$ cat config.mk
export PLATFORM = sky130hd
export DESIGN_NAME = psc_ctrl
export DESIGN_NICKNAME = d
export VERILOG_FILES = /design/src/rtl/psc_pkg.sv /design/src/rtl/psc_addr_dec.sv /design/src/rtl/psc_ctrl_bank.sv /design/src/rtl/psc_xfer_seq.sv /design/src/rtl/psc_state_bank.sv /design/src/rtl/psc_ctrl.sv
export SDC_FILE = /design/constraint.sdc
export NUM_CORES = 2
export LEC_CHECK = 0
export BUFFER_PORTS_ARGS = -buffer_cell sky130_fd_sc_hd__clkbuf_2
export CORE_MARGIN = 4
export CORE_UTILIZATION = 50
export DETAILED_ROUTE_END_ITERATION = 8
export PLACE_DENSITY = 0.7
export SLEW_MARGIN = 15
export SYNTH_ARGS = -nofsm -noshare
export SYNTH_HDL_FRONTEND = slang
export SYNTH_SLANG_ARGS = --single-unit
$ cat constraint.sdc
create_clock -name clk -period 3.1 [get_ports clk]
set_clock_uncertainty 0.15 [all_clocks]
set_input_delay 0.155 -clock clk [delete_from_list [all_inputs] [get_ports clk]]
set_output_delay 0.155 -clock clk [all_outputs]
set_load 0.05 [all_outputs]
$ cat src/rtl/psc_pkg.sv
package psc_pkg;
  localparam int DATA_W  = 32;
  localparam int ADDR_W  = 12;
  localparam int STATE_W = 5;
  localparam int LRST_BIT = 8;

  typedef enum logic [STATE_W-1:0] {
    MS_OFF_RESET  = 5'd0,
    MS_SYNC_RESET = 5'd1,
    MS_GATED      = 5'd2,
    MS_RUN        = 5'd3
  } mod_state_e;

  localparam logic [ADDR_W-1:0] ADDR_GO   = 12'h120;
  localparam logic [ADDR_W-1:0] ADDR_BUSY = 12'h128;
  localparam logic [3:0]        PAGE_STAT = 4'h8;
  localparam logic [3:0]        PAGE_CTRL = 4'hA;
endpackage

$ cat src/rtl/psc_addr_dec.sv
module psc_addr_dec
  import psc_pkg::*;
#(
  parameter int NUM_MOD = 64
) (
  input  logic [ADDR_W-1:0] addr,
  output logic              hit_go,
  output logic              hit_busy,
  output logic              hit_ctrl,
  output logic              hit_stat,
  output logic [5:0]        idx
);
  logic aligned;
  logic in_range;

  always_comb begin
    aligned  = (addr[1:0] == 2'b00);
    idx      = addr[7:2];
    in_range = ({1'b0, addr[7:2]} < 7'(NUM_MOD));
    hit_go   = (addr == ADDR_GO);
    hit_busy = (addr == ADDR_BUSY);
    hit_ctrl = aligned && in_range && (addr[11:8] == PAGE_CTRL);
    hit_stat = aligned && in_range && (addr[11:8] == PAGE_STAT);
  end
endmodule

$ cat src/rtl/psc_ctrl_bank.sv
module psc_ctrl_bank
  import psc_pkg::*;
#(
  parameter int NUM_MOD = 64
) (
  input  logic              clk,
  input  logic              rst_n,
  input  logic [NUM_MOD-1:0] wr_sel,
  input  logic [DATA_W-1:0] wdata,
  output logic [DATA_W-1:0] ctrl_q [NUM_MOD]
);
  genvar i;
  generate
    for (i = 0; i < NUM_MOD; i++) begin : g_reg
      logic [DATA_W-1:0] ctrl_d;
      logic              ctrl_en;

      always_comb begin
        ctrl_en = wr_sel[i];
        ctrl_d  = wdata;
      end

      always_ff @(posedge clk or negedge rst_n) begin
        if (!rst_n)       ctrl_q[i] <= '0;
        else if (ctrl_en) ctrl_q[i] <= ctrl_d;
      end
    end
  endgenerate
endmodule

$ cat src/rtl/psc_xfer_seq.sv
module psc_xfer_seq #(
  parameter int XFER_CYCLES = 8
) (
  input  logic clk,
  input  logic rst_n,
  input  logic go_req,
  output logic busy_q,
  output logic accept,
  output logic commit
);
  localparam int CNT_W = (XFER_CYCLES < 2) ? 1 : $clog2(XFER_CYCLES);
  localparam logic [CNT_W-1:0] CNT_LOAD = CNT_W'(XFER_CYCLES - 1);

  logic [CNT_W-1:0] cnt_q, cnt_d;
  logic             busy_d;

  always_comb begin
    accept = go_req && !busy_q;
    commit = busy_q && (cnt_q == '0);
    busy_d = busy_q;
    cnt_d  = cnt_q;
    if (accept) begin
      busy_d = 1'b1;
      cnt_d  = CNT_LOAD;
    end else if (commit) begin
      busy_d = 1'b0;
    end else if (busy_q) begin
      cnt_d  = cnt_q - 1'b1;
    end
  end

  always_ff @(posedge clk or negedge rst_n) begin
    if (!rst_n) begin
      busy_q <= 1'b0;
      cnt_q  <= '0;
    end else begin
      busy_q <= busy_d;
      cnt_q  <= cnt_d;
    end
  end

  AST_GO_RAISES_BUSY: assert property (@(posedge clk) disable iff (!rst_n)
    go_req && !busy_q |=> busy_q);
  AST_BUSY_HOLDS: assert property (@(posedge clk) disable iff (!rst_n)
    busy_q && (cnt_q != '0) |=> busy_q);
  AST_NO_EXTEND: assert property (@(posedge clk) disable iff (!rst_n)
    commit |=> !busy_q);
endmodule

$ cat src/rtl/psc_state_bank.sv
module psc_state_bank
  import psc_pkg::*;
#(
  parameter int NUM_MOD = 64
) (
  input  logic               clk,
  input  logic               rst_n,
  input  logic               snap,
  input  logic               commit,
  input  logic [STATE_W-1:0] req_state [NUM_MOD],
  output logic [STATE_W-1:0] cur_state [NUM_MOD]
);
  genvar i;
  generate
    for (i = 0; i < NUM_MOD; i++) begin : g_mod
      logic [STATE_W-1:0] target_q;

      always_ff @(posedge clk or negedge rst_n) begin
        if (!rst_n)    target_q <= MS_OFF_RESET;
        else if (snap) target_q <= req_state[i];
      end

      always_ff @(posedge clk or negedge rst_n) begin
        if (!rst_n)      cur_state[i] <= MS_OFF_RESET;
        else if (commit) cur_state[i] <= target_q;
      end

      AST_STATUS_HOLD: assert property (@(posedge clk) disable iff (!rst_n)
        !commit |=> $stable(cur_state[i]));
      AST_STATUS_MATCH: assert property (@(posedge clk) disable iff (!rst_n)
        snap |=> target_q == $past(req_state[i]));
    end
  endgenerate
endmodule

$ cat src/rtl/psc_ctrl.sv
module psc_ctrl
  import psc_pkg::*;
#(
  parameter int NUM_MOD     = 64,
  parameter int XFER_CYCLES = 8
) (
  input  logic               clk,
  input  logic               rst_n,
  input  logic               reg_wr,
  input  logic               reg_rd,
  input  logic [ADDR_W-1:0]  reg_addr,
  input  logic [DATA_W-1:0]  reg_wdata,
  output logic [DATA_W-1:0]  reg_rdata,
  output logic               xfer_busy,
  output logic [NUM_MOD-1:0] mod_clk_en,
  output logic [NUM_MOD-1:0] mod_rst_n
);
  logic              hit_go, hit_busy, hit_ctrl, hit_stat;
  logic [5:0]        idx;
  logic [NUM_MOD-1:0] wr_sel;
  logic [DATA_W-1:0] ctrl_q [NUM_MOD];
  logic [STATE_W-1:0] req_state [NUM_MOD];
  logic [STATE_W-1:0] cur_state [NUM_MOD];
  logic              go_req, accept, commit, busy_q;
  logic [DATA_W-1:0] rd_mux, rdata_q;

  psc_addr_dec #(.NUM_MOD(NUM_MOD)) u_dec (
    .addr(reg_addr), .hit_go(hit_go), .hit_busy(hit_busy),
    .hit_ctrl(hit_ctrl), .hit_stat(hit_stat), .idx(idx)
  );

  always_comb begin
    go_req = reg_wr && hit_go && reg_wdata[0];
    for (int k = 0; k < NUM_MOD; k++)
      wr_sel[k] = reg_wr && hit_ctrl && (idx == 6'(k));
  end

  psc_ctrl_bank #(.NUM_MOD(NUM_MOD)) u_ctrl (
    .clk(clk), .rst_n(rst_n), .wr_sel(wr_sel), .wdata(reg_wdata), .ctrl_q(ctrl_q)
  );

  psc_xfer_seq #(.XFER_CYCLES(XFER_CYCLES)) u_seq (
    .clk(clk), .rst_n(rst_n), .go_req(go_req),
    .busy_q(busy_q), .accept(accept), .commit(commit)
  );

  genvar i;
  generate
    for (i = 0; i < NUM_MOD; i++) begin : g_out
      always_comb begin
        req_state[i]  = ctrl_q[i][STATE_W-1:0];
        mod_rst_n[i]  = ctrl_q[i][LRST_BIT];
        mod_clk_en[i] = (cur_state[i] == MS_RUN);
      end

      AST_RST_FOLLOWS: assert property (@(posedge clk) disable iff (!rst_n)
        wr_sel[i] |=> mod_rst_n[i] == $past(reg_wdata[LRST_BIT]));
    end
  endgenerate

  psc_state_bank #(.NUM_MOD(NUM_MOD)) u_state (
    .clk(clk), .rst_n(rst_n), .snap(accept), .commit(commit),
    .req_state(req_state), .cur_state(cur_state)
  );

  always_comb begin
    rd_mux = '0;
    if (hit_busy)      rd_mux = {{(DATA_W-1){1'b0}}, busy_q};
    else if (hit_ctrl) rd_mux = ctrl_q[idx];
    else if (hit_stat) rd_mux = {{(DATA_W-STATE_W){1'b0}}, cur_state[idx]};
  end

  always_ff @(posedge clk or negedge rst_n) begin
    if (!rst_n)      rdata_q <= '0;
    else if (reg_rd) rdata_q <= rd_mux;
  end

  assign reg_rdata = rdata_q;
  assign xfer_busy = busy_q;

  AST_CLKEN_ON_COMMIT: assert property (@(posedge clk) disable iff (!rst_n)
    !commit |=> $stable(mod_clk_en));
  AST_IDLE_AFTER_RESET: assert property (@(posedge clk) disable iff (!rst_n)
    $rose(busy_q) |-> $past(go_req));
endmodule

==> impl_metrics.tcl <==
set metrics [dict create \
    wire_per_inst_um 31.0 \
    syn-num-nets 7726 \
    die_y_um 501 \
    ios 209 \
    critPathKind "primary input to flip-flop" \
    setup_viol 0 \
    die_w_um 501 \
    timing.hold.ws_ns -0.0198 \
    whs_endpoint "u_ctrl.ctrl_q[620]$_DFFE_PN0P_" \
    num_rows 180 \
    firstDrtPassIters 5 \
    syn-cell-area_um2 121000 \
    grt_pass1_vias 75200 \
    layout-drive-gt1-share_pct 55.1 \
    hp-start "reg_wdata[12]" \
    netlist_instances 7676 \
    synthTopCellsByArea "dfrtp_1, mux2_2, mux4_2" \
    reg2reg_depth 9 \
    grt_usage_pct 28.1 \
    slew_violations 0 \
    tightest_slew_ns 1.15 \
    worst_setup_path_end_kind "flip-flop" \
    yosys_register_bits 2724 \
    insertion_delay_ns 0.95 \
    worstPathMaxFanout 23 \
    route.detailed.drc 0 \
    place.gp.congestion 0.893 \
    placed_cells 10800 \
    synth_area_leader_cell "dfrtp_1" \
    status "finished with violations" \
    grt_pass1_wl_um 521000 \
    ir_drop_v 0.000577 \
    synth.distinct_cells 50 \
    cts_tree "yes" \
    rsz0062_at_grt "no" \
    cp.required_ns 3.81 \
    clockBufferDepth 4 \
    timing.rr.start "u_ctrl.ctrl_q[1732]$_DFFE_PN0P_" \
    port_buffers 208 \
    finalSetupTns_ns 0 \
    viasPerCell 6.29 \
    grt_max_degree 173 \
    stdcell_count 11300 \
    hold_viol_final 9 \
    start_util_pct 50.4 \
    dpl.hpwl_um 224000 \
    power_w 0.0735 \
    reg2reg_to "reg_rdata[4]$_DFFE_PN0P_" \
    cts_sinks 2724 \
    postRouteAntennaNets 0 \
    first_iter_violations 6081 \
    p_leak_nw 68.7 \
    core_um2 241000 \
    numCtsBuffers 298 \
    failed_checks "hold timing" \
    holdPathStages 2 \
    synth_top_area_share_pct 56.2 \
    layout.nets 8003 \
    vias 71300 \
    post_cts_resized 0 \
    finalCritPeriodShare_pct 99.3 \
    max_freq_mhz 325 \
    wirelength_um 351000 \
    slew-limit-headroom_pct 23.5 \
    r2r_slack_ns 0.19 \
    avgSynthCellArea_um2 15.8 \
    cts_root_buf "clkbuf_16" \
    clkSlewWorstSetupHoldPaths_ns 0.06 \
    antenna_found_initial 12 \
    gr-total-overflow 0 \
    critPathLaunchType "primary input" \
    ys_warn_count 0 \
    cp.arrival_ns 3.79 \
    ctsHtreeMaxLevel 5 \
    cap_violations 0 \
    die_area_um2 251000 \
    min_period_ns 3.08 \
    holdCritPathClass "primary input to flip-flop" \
    p_per_area_nw_per_um2 530 \
    area_delta_synth_final_pct 14.3 \
    yosysSeqAreaShare_pct 56.2 \
]
## sequential cells by signal (all words and copies together), names as in the netlist
| register | cells |
|---|---|
| u_seq.busy_q | 1 |
| u_ctrl.ctrl_q | 2048 |
| u_state.g_mod.target_q | 320 |
| u_state.cur_state | 320 |
| u_seq.cnt_q | 3 |
| reg_rdata | 32 |
## cell families after synthesis
kind of cell	after synthesis	share of synthesized area, %
mux	3493	37.6
flops	2724	56.2
buf+inv	775	2.96
simple gates	422	1.74
compound gates	259	1.51
fa+ha+maj	2	0.0206
xor+xnor	1	0.00722
## repair_timing
| item | in CTS | in global routing |
|---|---|---|
| hold buffers | 43 | 1 |
| setup buffers | 0 | 0 |
| hold endpoints to repair | 3759 | 1 |
## stage by stage
stage	setup slack, ns	area (µm²)	utilization [%]
3_3_place_gp	-0.348	129000	53.5
3_5_place_dp	-0.341	129000	53.5
6_report	0.0205	139000	57.5
5_1_grt	0.0137	139000	57.5
2_1_floorplan	0.566	121000	-
4_1_cts	0.104	139000	57.5
## power breakdown
part           leakage [nW]  switching (W)  internal (W)
logic                  26.0        0.00231      0.000991
clock network          4.63         0.0142        0.0203
registers              38.1      0.0000681        0.0357
## critical path, stage by stage
cell and delay [ns]:
dlygate4sd3_1 0.56, buf_8 0.29, nor2b_4 0.25, buf_4 0.24, a22o_1 0.20, a221oi_1 0.57, nor3_1 0.22, a311oi_1 0.35
buf_4 0.17, nand3_1 0.07, o221ai_1 0.07, dlygate4sd3_1 0.57
## how the worst max path moves through the flow
stage,end,startpoint
3_3_place_gp,reg_rdata[25]$_DFFE_PN0P_,reg_addr[2]
2_1_floorplan,reg_rdata[18]$_DFFE_PN0P_,reg_addr[2]
4_1_cts,mod_clk_en[62],u_state.cur_state[9]$_DFFE_PN0P_
5_1_grt,reg_rdata[4]$_DFFE_PN0P_,reg_addr[5]
6_report,reg_rdata[4]$_DFFE_PN0P_,reg_addr[5]
3_5_place_dp,reg_rdata[25]$_DFFE_PN0P_,reg_addr[2]
## final cells by class
type                            count  area (µm²)
Tap cell                         3185        3990
Fill cell                       18400      102000
Multi-Input combinational cell   4177       50000
Inverter                            7        26.3
Sequential cell                  2724       68200
Clock inverter                     72         753
Clock buffer                      423        8590
Antenna cell                        5        12.5
Timing Repair Buffer              745        7180
## cell usage in the layout, fill, tap and decap left out, types with 12 or more instances in the layout
master and count:
clkbuf_16 303, nor2_4 29, mux4_2 583, nand2_1 126
nand3_1 63, a211oi_1 29, dlygate4sd3_1 43, mux2i_1 216
nor2b_1 29, nand2_2 37, bufinv_16 13, mux2_2 2682
a221oi_1 12, dfrtp_1 2724, buf_4 342, clkinv_2 44
mux2_1 12, clkbuf_1 64, clkbuf_2 197, a22oi_1 120
clkbuf_8 56, buf_12 156, nor4_1 72, a21oi_1 54
## Yosys cell counts (all sizes together)
cell     instances
dfrtp         2724
mux2          2694
mux4           583
buf            440
clkbuf         328
mux2i          216
nand2          163
a22oi          120
nor4            76
nand3           67
a21oi           54
nor2            45
nor2b           35
a211oi          29
a221oi          12
nand2b          11
a22o            10
o21ai            9
nor3             8
inv              7
o2111ai          7
nand4            6
a41oi            4
a31oi            3
or2              3
a2111oi          2
a311oi           2
and2             2
and3             2
ha               2
nand3b           2
o22ai            2
a32o             1
nand4b           1
o211a            1
o211ai           1
o221ai           1
o311ai           1
or3              1
xnor2            1
## layer usage
layer	vias up	wire, µm	part of all wire, %	GRT usage (%)
li1	29000	-	-	-
met1	39400	151000	43	40.0
met2	2353	163000	46	43.4
met3	612	24900	7.1	5.89
met4	2	12900	3.7	9.74
met5	-	8	0.0023	0
No activity file was read; power rests on OpenSTA's default activity.
